--- config.mk ---
export PLATFORM = sky130hd
export DESIGN_NAME = dev_chunk_dma
export DESIGN_NICKNAME = d
export VERILOG_FILES = /design/src/rtl/dcd_pkg.sv /design/src/rtl/dcd_param_check.sv /design/src/rtl/dcd_addr_gen.sv /design/src/rtl/dcd_pend_ctr.sv /design/src/rtl/dev_chunk_dma.sv
export SDC_FILE = /design/constraint.sdc
export NUM_CORES = 1
export LEC_CHECK = 0
export BUFFER_PORTS_ARGS = -buffer_cell sky130_fd_sc_hd__buf_2
export CAP_MARGIN = 20
export CELL_PAD_IN_SITES_DETAIL_PLACEMENT = 2
export CELL_PAD_IN_SITES_GLOBAL_PLACEMENT = 2
export CORE_UTILIZATION = 29
export DETAILED_ROUTE_END_ITERATION = 8
export GPL_ROUTABILITY_DRIVEN = 1
export GPL_TIMING_DRIVEN = 0
export PLACE_DENSITY_LB_ADDON = 0.1
export RECOVER_POWER = 25
export SYNTH_ARGS = -nofsm -noshare
export SYNTH_HDL_FRONTEND = slang
export SYNTH_SLANG_ARGS = --single-unit
--- constraint.sdc ---
create_clock -name clk -period 2.6 [get_ports clk]
set_clock_uncertainty 0.2 [all_clocks]
set_input_delay 0.13 -clock clk [delete_from_list [all_inputs] [get_ports clk]]
set_output_delay 0.13 -clock clk [all_outputs]
set_load 0.02 [all_outputs]
--- src/rtl/dcd_pkg.sv ---
package dcd_pkg;

    typedef enum logic [2:0] {
        ST_IDLE,
        ST_WAIT,
        ST_READ,
        ST_WRITE,
        ST_ACK
    } dcd_state_e;

    // access-size code to byte count
    function automatic logic [3:0] size_bytes(input logic [1:0] code);
        return 4'd1 << code;
    endfunction

endpackage

--- src/rtl/dcd_param_check.sv ---
module dcd_param_check #(
    parameter int AW      = 32,
    parameter int LEN_W   = 24,
    parameter int CHUNK_W = 8
) (
    input  logic [AW-1:0]      src,
    input  logic [AW-1:0]      dst,
    input  logic [LEN_W-1:0]   len,
    input  logic [1:0]         size_code,
    input  logic [CHUNK_W-1:0] chunk,
    output logic               ok
);
    import dcd_pkg::*;

    logic [3:0] nbytes;
    logic [2:0] mask;
    logic       bad_len, bad_src, bad_dst;

    always_comb begin
        nbytes  = size_bytes(size_code);
        mask    = 3'(nbytes - 4'd1);
        bad_len = ((len[2:0] & mask) != 3'd0) || (len == '0);
        bad_src = (src[2:0] & mask) != 3'd0;
        bad_dst = (dst[2:0] & mask) != 3'd0;
        ok      = !bad_len && !bad_src && !bad_dst && (chunk != '0);
    end

endmodule

--- src/rtl/dcd_addr_gen.sv ---
module dcd_addr_gen #(
    parameter int AW = 32
) (
    input  logic          clk,
    input  logic          rst_n,
    input  logic          load,
    input  logic [AW-1:0] load_addr,
    input  logic          load_inc,
    input  logic          step,
    input  logic [1:0]    size_code,
    output logic [AW-1:0] addr
);
    import dcd_pkg::*;

    logic          inc_q;
    logic [AW-1:0] stride;

    assign stride = {{(AW-4){1'b0}}, size_bytes(size_code)};

    always_ff @(posedge clk or negedge rst_n) begin
        if (!rst_n) begin
            addr  <= '0;
            inc_q <= 1'b0;
        end else if (load) begin
            addr  <= load_addr;
            inc_q <= load_inc;
        end else if (step && inc_q) begin
            addr  <= addr + stride;
        end
    end

endmodule

--- src/rtl/dcd_pend_ctr.sv ---
module dcd_pend_ctr #(
    parameter int PEND_W = 4
) (
    input  logic clk,
    input  logic rst_n,
    input  logic clr,
    input  logic inc,
    input  logic dec,
    output logic nonzero
);
    localparam logic [PEND_W-1:0] PEND_MAX = {PEND_W{1'b1}};

    logic [PEND_W-1:0] cnt_q;

    always_ff @(posedge clk or negedge rst_n) begin
        if (!rst_n) begin
            cnt_q <= '0;
        end else if (clr) begin
            cnt_q <= '0;
        end else begin
            unique case ({inc, dec})
                2'b10:   if (cnt_q != PEND_MAX) cnt_q <= cnt_q + 1'b1;
                2'b01:   if (cnt_q != '0) cnt_q <= cnt_q - 1'b1;
                default: cnt_q <= cnt_q;
            endcase
        end
    end

    assign nonzero = cnt_q != '0;

endmodule

--- src/rtl/dev_chunk_dma.sv ---
module dev_chunk_dma #(
    parameter int AW      = 32,
    parameter int LEN_W   = 24,
    parameter int CHUNK_W = 8,
    parameter int PEND_W  = 4,
    parameter int DATA_W  = 64
) (
    input  logic               clk,
    input  logic               rst_n,
    input  logic               arm,
    input  logic [AW-1:0]      cfg_src,
    input  logic [AW-1:0]      cfg_dst,
    input  logic [LEN_W-1:0]   cfg_len,
    input  logic [1:0]         cfg_size,
    input  logic [CHUNK_W-1:0] cfg_chunk,
    input  logic               cfg_src_inc,
    input  logic               cfg_dst_inc,
    input  logic [3:0]         cfg_prio,
    output logic               busy,
    output logic               cfg_err,
    output logic               done,
    input  logic               dev_req,
    output logic               dev_ack,
    output logic               mem_rd_en,
    output logic               mem_wr_en,
    output logic [AW-1:0]      mem_addr,
    output logic [1:0]         mem_size,
    output logic [3:0]         mem_prio,
    output logic [DATA_W-1:0]  mem_wr_data,
    input  logic [DATA_W-1:0]  mem_rd_data,
    input  logic               mem_ready
);
    import dcd_pkg::*;

    dcd_state_e          state_q, state_d;
    logic [LEN_W-1:0]    rem_q;
    logic [CHUNK_W-1:0]  chunk_q;
    logic [CHUNK_W-1:0]  left_q;
    logic [1:0]          size_q;
    logic [3:0]          prio_q;
    logic [DATA_W-1:0]   data_q;
    logic                err_q;

    logic                params_ok;
    logic                arm_ok, arm_bad;
    logic                pend_nz;
    logic                take;
    logic                rd_fire, wr_fire;
    logic                last_in_chunk;
    logic [LEN_W-1:0]    acc_len;
    logic [AW-1:0]       src_addr, dst_addr;

    dcd_param_check #(.AW(AW), .LEN_W(LEN_W), .CHUNK_W(CHUNK_W)) u_check (
        .src       (cfg_src),
        .dst       (cfg_dst),
        .len       (cfg_len),
        .size_code (cfg_size),
        .chunk     (cfg_chunk),
        .ok        (params_ok)
    );

    assign arm_ok  = arm && (state_q == ST_IDLE) && params_ok;
    assign arm_bad = arm && (state_q == ST_IDLE) && !params_ok;
    assign take    = (state_q == ST_WAIT) && (dev_req || pend_nz);
    assign rd_fire = (state_q == ST_READ) && mem_ready;
    assign wr_fire = (state_q == ST_WRITE) && mem_ready;
    assign acc_len = {{(LEN_W-4){1'b0}}, size_bytes(size_q)};
    assign last_in_chunk = (left_q == CHUNK_W'(1)) || (rem_q == acc_len);

    dcd_addr_gen #(.AW(AW)) u_src_gen (
        .clk       (clk),
        .rst_n     (rst_n),
        .load      (arm_ok),
        .load_addr (cfg_src),
        .load_inc  (cfg_src_inc),
        .step      (wr_fire),
        .size_code (size_q),
        .addr      (src_addr)
    );

    dcd_addr_gen #(.AW(AW)) u_dst_gen (
        .clk       (clk),
        .rst_n     (rst_n),
        .load      (arm_ok),
        .load_addr (cfg_dst),
        .load_inc  (cfg_dst_inc),
        .step      (wr_fire),
        .size_code (size_q),
        .addr      (dst_addr)
    );

    dcd_pend_ctr #(.PEND_W(PEND_W)) u_pend (
        .clk     (clk),
        .rst_n   (rst_n),
        .clr     (arm_ok),
        .inc     (dev_req && (state_q != ST_IDLE)),
        .dec     (take),
        .nonzero (pend_nz)
    );

    // state register
    always_ff @(posedge clk or negedge rst_n) begin
        if (!rst_n) state_q <= ST_IDLE;
        else        state_q <= state_d;
    end

    // next state
    always_comb begin
        state_d = state_q;
        unique case (state_q)
            ST_IDLE:  if (arm_ok) state_d = ST_WAIT;
            ST_WAIT:  if (take) state_d = ST_READ;
            ST_READ:  if (mem_ready) state_d = ST_WRITE;
            ST_WRITE: if (mem_ready) state_d = last_in_chunk ? ST_ACK : ST_READ;
            ST_ACK:   state_d = (rem_q == '0) ? ST_IDLE : ST_WAIT;
            default:  state_d = ST_IDLE;
        endcase
    end

    // datapath registers
    always_ff @(posedge clk or negedge rst_n) begin
        if (!rst_n) begin
            rem_q   <= '0;
            chunk_q <= '0;
            left_q  <= '0;
            size_q  <= '0;
            prio_q  <= '0;
            data_q  <= '0;
            err_q   <= 1'b0;
        end else begin
            if (arm_ok) begin
                rem_q   <= cfg_len;
                chunk_q <= cfg_chunk;
                size_q  <= cfg_size;
                prio_q  <= cfg_prio;
                err_q   <= 1'b0;
            end else if (arm_bad) begin
                err_q   <= 1'b1;
            end
            if (take)    left_q <= chunk_q;
            if (rd_fire) data_q <= mem_rd_data;
            if (wr_fire) begin
                rem_q  <= rem_q - acc_len;
                left_q <= left_q - 1'b1;
            end
        end
    end

    // outputs
    always_comb begin
        mem_rd_en = 1'b0;
        mem_wr_en = 1'b0;
        mem_addr  = dst_addr;
        dev_ack   = 1'b0;
        done      = 1'b0;
        unique case (state_q)
            ST_IDLE, ST_WAIT: ;
            ST_READ: begin
                mem_rd_en = 1'b1;
                mem_addr  = src_addr;
            end
            ST_WRITE: mem_wr_en = 1'b1;
            ST_ACK: begin
                dev_ack = 1'b1;
                done    = (rem_q == '0);
            end
            default: ;
        endcase
    end

    assign busy        = state_q != ST_IDLE;
    assign cfg_err     = err_q;
    assign mem_size    = size_q;
    assign mem_prio    = prio_q;
    assign mem_wr_data = data_q;

endmodule

## Word level (Yosys, flattened, before mapping)

Cells that the tools add are included.

- Register bits: 184
- Logic and storage cells: 102

- Reductions and logical operators: 36
- Multiplexer cells: 26
- Bitwise operators: 3
- Eq/ne operators: 15
- Shift operators: 2
- Add/sub/neg operators: 7

Operators with widths:

| cell | count |
|---|---|
| 2-to-1 mux 32 bit | 5 |
| adder 32 x 4 -> 32 bit | 2 |
| logical NOT 24 bit | 2 |
| 2-to-1 mux 24 bit | 2 |
| == test 24 x 4 -> 1 bit | 1 |
| subtractor 24 x 4 -> 24 bit | 1 |
| 2-to-1 mux 8 bit | 2 |
| 2-to-1 mux 3 bit | 5 |
| one-hot mux 3 bit (5 select lines) | 1 |
| nonzero test 3 bit | 5 |
| logical AND 1 bit | 12 |
| 2-to-1 mux 4 bit | 3 |
| nonzero test 2 bit | 5 |
| AND 3 bit | 3 |
| == test 8 x 1 -> 1 bit, second input constant | 1 |
| one-hot mux 4 bit (2 select lines) | 1 |
| nonzero test 8 bit | 1 |
| subtractor 8 x 1 -> 8 bit, second input constant | 1 |
| 2-to-1 mux 1 bit | 7 |
| == test 3 x 2 -> 1 bit, second input constant | 2 |
| != test 2 bit, second input constant | 3 |
| adder 4 x 1 -> 4 bit, second input constant | 1 |
| logical NOT 1 bit | 4 |
| != test 4 bit, second input constant | 1 |
| 16 further kinds | 18 |

## Depth between registers and ports, before layout

- Word-level depth: 13
- Gate-level depth with buffers: 10
- Depth with buffers taken out: 9

## Cells and area by module

Synthesis repeated with hierarchy kept, for this count alone.

- Cell total of the unflattened synthesis: 1,014
- Area total of the unflattened synthesis: 10,188.5 um^2

Modules (own cells, without submodules):

| module | times used | cells an instance | area an instance (um^2) | seq. area each (um^2) |
|---|---|---|---|---|
| dev_chunk_dma | 1 | 485 | 5,507.8 | 2,852.7 |
| dcd_addr_gen (u_dst_gen) | 1 | 257 | 2,210.9 | 825.8 |
| dcd_addr_gen (u_src_gen) | 1 | 224 | 2,018.2 | 825.8 |
| dcd_pend_ctr | 1 | 31 | 330.3 | 100.1 |
| dcd_param_check | 1 | 17 | 121.4 | 0.0 |

## Least setup slack after synthesis

Ideal clock, no wire load.

- Kind: register to register
- From: reg size_q[0] (netlist: mem_size[0])
- To: reg u_dst_gen.addr[26]
- Arrival: 2.689 ns
- Setup time: 0.082 ns
- Stages on the path, launching flop included: 10
- Path slack: -0.371 ns
- Path buffers: 0
- Required time: 2.318 ns
- Path through: dfrtp_1 -> nor2_1 -> ha_1 -> inv_1 -> fa_1 -> nand2b_1 -> a21oi_1 -> nand3_1 -> or4_1 -> a31oi_1

- Cells in the longest elaborated chain, start to end: 4

RTL lines:

| what | line | text |
|---|---|---|
| from (decl) | dev_chunk_dma.sv:39 | `logic [1:0] size_q;` |
| from (signal assigned) | dev_chunk_dma.sv:134 | `size_q <= cfg_size;` |
| << shifter 1 x 2 -> 4 bit | dcd_pkg.sv:13 | `return 4'd1 << code;` |
| adder 32 x 4 -> 32 bit | dcd_addr_gen.sv:28 | `addr <= addr + stride;` |
| 2-to-1 mux 32 bit | dcd_addr_gen.sv:27 | `end else if (step && inc_q) begin` |
| 2-to-1 mux 32 bit | dcd_addr_gen.sv:24 | `end else if (load) begin` |
| to (signal assigned) | dcd_addr_gen.sv:25 | `addr <= load_addr;` |
| to (signal assigned) | dcd_addr_gen.sv:28 |  |
| to (decl) | dcd_addr_gen.sv:11 | `output logic [AW-1:0] addr` |

No other way between the ends. The select of a mux whose other input is x is not followed.
A chain may end at the register's enable or synchronous reset.

## Worst setup path after layout

- From: reg size_q[1] (netlist: mem_size[1])
- To: reg rem_q[16]

- Cells in the longest elaborated chain, start to end: 3

RTL lines:

| what | line | text |
|---|---|---|
| << shifter 1 x 2 -> 4 bit | dcd_pkg.sv:13 |  |
| subtractor 24 x 4 -> 24 bit | dev_chunk_dma.sv:143 | `rem_q <= rem_q - acc_len;` |
| 2-to-1 mux 24 bit | dev_chunk_dma.sv:142 | `if (wr_fire) begin` |
| to (signal assigned) | dev_chunk_dma.sv:132 | `rem_q <= cfg_len;` |
| to (signal assigned) | dev_chunk_dma.sv:143 |  |
| to (decl) | dev_chunk_dma.sv:36 | `logic [LEN_W-1:0] rem_q;` |

No other way between the ends.

==> metrics.log <==
[metrics] Worst Slack Setup Final: -222 ps
[metrics] ratio of cells with drive above 1 in the final layout: 35.4%
[metrics] leading register cell type out of synthesis: sky130_fd_sc_hd__dfrtp_1
[metrics] Power per Cell Area: 1090 nW/um2
[metrics] leading cell types in the layout, fill and taps excluded: sky130_fd_sc_hd__buf_2 (267), sky130_fd_sc_hd__dfrtp_1 (176), sky130_fd_sc_hd__dlygate4sd3_1 (173)
[metrics] total power: 0.0169 W
[metrics] Congestion Overflow GR: 0
[metrics] Iter 0 DRT Violations: 476
[metrics] half-perimeter wire length of the detailed placement result: 28200 um
[metrics] count of unique library cells instantiated by Yosys: 70
[metrics] outcome: finished, violations left
[metrics] FP Rows: 66
[metrics] clock latency on the worst-skew pair: 460 ps
[metrics] syn nets: 1165
[metrics] DRC violations left: 0
[metrics] area of the placeable core: 32800 um2
[metrics] Register-to-Register Setup Slack: -220 ps
[metrics] Least-Margin Pin Slew: 1960 ps
[metrics] highest ir drop seen on vdd: 0.534 mV
[metrics] initial core utilization: 29.7%
[metrics] wire length after detailed routing: 44100 um
[metrics] cells taking the most area after synthesis: sky130_fd_sc_hd__dfrtp_1 (47%), sky130_fd_sc_hd__mux2_1 (7.2%), sky130_fd_sc_hd__nand2_1 (5.2%), sky130_fd_sc_hd__mux2_2 (3.8%), sky130_fd_sc_hd__xor2_1 (3.3%)
[metrics] pre-CTS setup slack: -1230 ps
[metrics] count of flip-flops with a built-in enable after synthesis: 0
[metrics] Mean Syn Cell Area: 10.0 um2
[metrics] setup repair after global routing missed its margin: true
[metrics] library cell occupying the most area in the post-synthesis netlist: sky130_fd_sc_hd__dfrtp_1
[metrics] TritonCTS sink count: 184
[metrics] Area growth, synth to finish: 59.4%
[metrics] cell family with most CP delay: compound AO/OA/AOI/OAI gates
[metrics] hold path start: cfg_len[0]
[metrics] Max Cap Viol: 1
[metrics] input/output buffers: 280
[metrics] register bit count reported by yosys: 184
[metrics] post-CTS clock slew at the launch and capture registers of the worst setup and hold paths: 80 ps
[metrics] maximum frequency from static timing analysis: 354 MHz
[metrics] Hold WC Path Type: input pin to flop
[metrics] fraction of the yosys area taken by sequential cells: 47.2%
[metrics] most common cell after layout, fill and taps aside: sky130_fd_sc_hd__buf_2
[metrics] Sequential Area: 4610 um2
[metrics] largest fanout on the critical path: 5
[metrics] Synthesis Warnings: 0
[metrics] type of the worst setup path: flop to flop
[metrics] count of TritonRoute iterations in the first routing pass: 5
[metrics] final number of max-transition violations: 75
[metrics] total die area: 34400 um2
[metrics] vias in the first global route: 11290
[metrics] depth of the CTS H-tree: 4
[metrics] cell depth of the worst min-delay path: 4
[metrics] startpoint of the worst register-to-register path: mem_size[1]
[metrics] Critical Path Sink Type: flop
[metrics] total vias in the final route: 10102
[metrics] cell type with the highest occurrence count on the critical path: sky130_fd_sc_hd__buf_4
[metrics] x dimension of the die: 185 um
[metrics] number of buffers created by CTS: 17
[metrics] Global Route Usage Sum: 25.5%
[metrics] CP arrival: 2990 ps
[metrics] Final nets: 1716
[metrics] synthesized instance count: 972
[metrics] worst stage delay on the critical path: 450 ps
[metrics] Bufs and invs on worst path: 5
[metrics] clk root buf: sky130_fd_sc_hd__clkbuf_16
[metrics] kind of launch point of the worst setup path: flop
[metrics] Die Height: 185 um
[metrics] Final min period: 2820 ps
[metrics] Worst Path Required: 2770 ps
[metrics] number of vias per cell: 5.11
[metrics] endpoint of the worst register-to-register path: rem_q[16]
[metrics] post-synthesis instance area: 9750 um2
[metrics] first-pass GRT wire length: 65500 um
[metrics] area fraction of the dominant cell type after synthesis: 47.2%
[metrics] Fill cells: 3470
[metrics] Endpoint, Worst Hold: mem_size[1]
[metrics] count of cells along the worst register-to-register path: 12
[metrics] area of the multi-input gates: 5460 um2
[metrics] clock tree from TritonCTS: built
[metrics] endpoints failing hold: 0
[metrics] Inserted Diodes: 0
[metrics] largest net degree at the start of global routing: 111
[metrics] source of the critical timing path: mem_size[1]
[metrics] Max clock buf depth: 2
[metrics] number of antenna violations at the first check in global routing: 0
[metrics] routed len/inst: 22.3 um
[metrics] violated checks: capacitance limit, slew limit, setup timing
[metrics] routability-driven placement congestion ratio: 0.811
[metrics] critical-path cell with the highest stage delay: sky130_fd_sc_hd__dfrtp_2
[metrics] cell-by-cell trace of the critical path: buf_4 > buf_6 > buf_4 > nand2b_4 > ha_2 > a21o_1 > a211o_1 > buf_6 > buf_4 > nor3_4 > nor3_2 > a211oi_1
[metrics] Worst slew margin: -30.4%
[metrics] P_leak: 6.74 nW
[metrics] asr flop ratio synth: 100%
[metrics] count of final setup violators: 54
[metrics] final cycle utilization of the critical path: 109%
[metrics] remaining antenna violation count after routing: 0
[metrics] IO Pins: 281
## metrics by stage
stage	cells	hold WS [ps]	setup TNS [ps]	cell area, um2	util (%)
finish	1978	53.7	-5170	15500	47.4
global route	1978	78.5	-11230	15500	47.4
CTS	1950	17.9	-3280	15100	46.0
detailed placement	1696	-40.9	-137000	11800	36.1
global placement	1694	120	-573130	11800	36.0
floorplan	972	-366	-66.6	9840	-
## flip-flops by register name (all words and copies together), names as in the netlist, 2 cells and up
signal	cells
mem_wr_data	64
u_dst_gen.addr	32
u_src_gen.addr	32
rem_q	24
chunk_q	8
left_q	8
mem_prio	4
u_pend.cnt_q	4
state_q	3
mem_size	2
## cells in the mapped netlist, types with 5 or more instances
library cell                 n
sky130_fd_sc_hd__o211ai_1    8
sky130_fd_sc_hd__or3_1      19
sky130_fd_sc_hd__nor3_1     20
sky130_fd_sc_hd__o21ai_0    13
sky130_fd_sc_hd__mux2_1     62
sky130_fd_sc_hd__nand4b_1    5
sky130_fd_sc_hd__inv_1      22
sky130_fd_sc_hd__dfrtp_1   184
sky130_fd_sc_hd__o21ai_1    60
sky130_fd_sc_hd__a31oi_1    15
sky130_fd_sc_hd__nand2b_1    7
sky130_fd_sc_hd__xnor2_1    11
sky130_fd_sc_hd__ha_1       16
sky130_fd_sc_hd__buf_2      25
sky130_fd_sc_hd__nor2_1     62
sky130_fd_sc_hd__or4_1       8
sky130_fd_sc_hd__clkbuf_1   21
sky130_fd_sc_hd__a211oi_1   13
sky130_fd_sc_hd__xor2_1     37
sky130_fd_sc_hd__nand2_1   134
sky130_fd_sc_hd__a21oi_1    19
sky130_fd_sc_hd__nor4_1     16
sky130_fd_sc_hd__nand3_1    30
sky130_fd_sc_hd__and3_1      8
sky130_fd_sc_hd__mux2_2     33
sky130_fd_sc_hd__nand4_1    41
## layer usage
layer  share of wire [%]  track usage (%)
met1                  42             31.2
met2                  52             46.1
met3                 3.9             3.99
met5                   0                0
met4                 2.0             6.58
## power by group
part / switching, W / internal (W) / total, W
clock network: 0.00140 / 0.00130 / 0.00269
registers: 0.00145 / 0.00423 / 0.00567
logic: 0.00475 / 0.00379 / 0.00854
## worst min-delay path, delay by kind of cell
kind	cells	cell delay, ps
compound gates	3	440
buf+inv	1	110
## cell families after synthesis
logic type      Yosys count  share of synthesized area (%)
mux                      99                           11.4
simple gates            371                           19.2
compound gates          180                           12.0
buf+inv                  70                           3.02
xor+xnor                 48                           4.31
fa+ha+maj                20                           2.88
flops                   184                           47.2
## how the worst max path moves through the flow
stage / cells after the start / slack, ps / to
final: 12 / -220 / rem_q[16]
after global routing: 13 / -290 / rem_q[17]
after CTS: 5 / -200 / done
after detailed placement: 8 / -1230 / u_src_gen.addr[4]
after global placement: 1 / -2670 / mem_size[0]
after floorplan: 9 / -50 / u_pend.cnt_q[3]
## area by class of cell
| type | count | area share [%] |
|---|---|---|
| Timing Repair Buffer | 536 | 25.0 |
| Buffer | 43 | 2.25 |
| Multi-Input combinational cell | 718 | 35.2 |
| Sequential cell | 184 | 29.7 |
| Tap cell | 442 | 3.56 |
| Clock buffer | 18 | 2.76 |
| Inverter | 23 | 0.612 |
| Clock inverter | 14 | 0.999 |
## repair_timing
action	4_1_cts	5_1_grt
endpoints found under the setup margin	204	174
resized for setup	128	62
buffers inserted	52	26
hold buffers	172	1
cloned	1	2
pin swaps	54	43
hold endpoints to repair	245	1
Note: power is estimated with default switching activity, not from simulation.
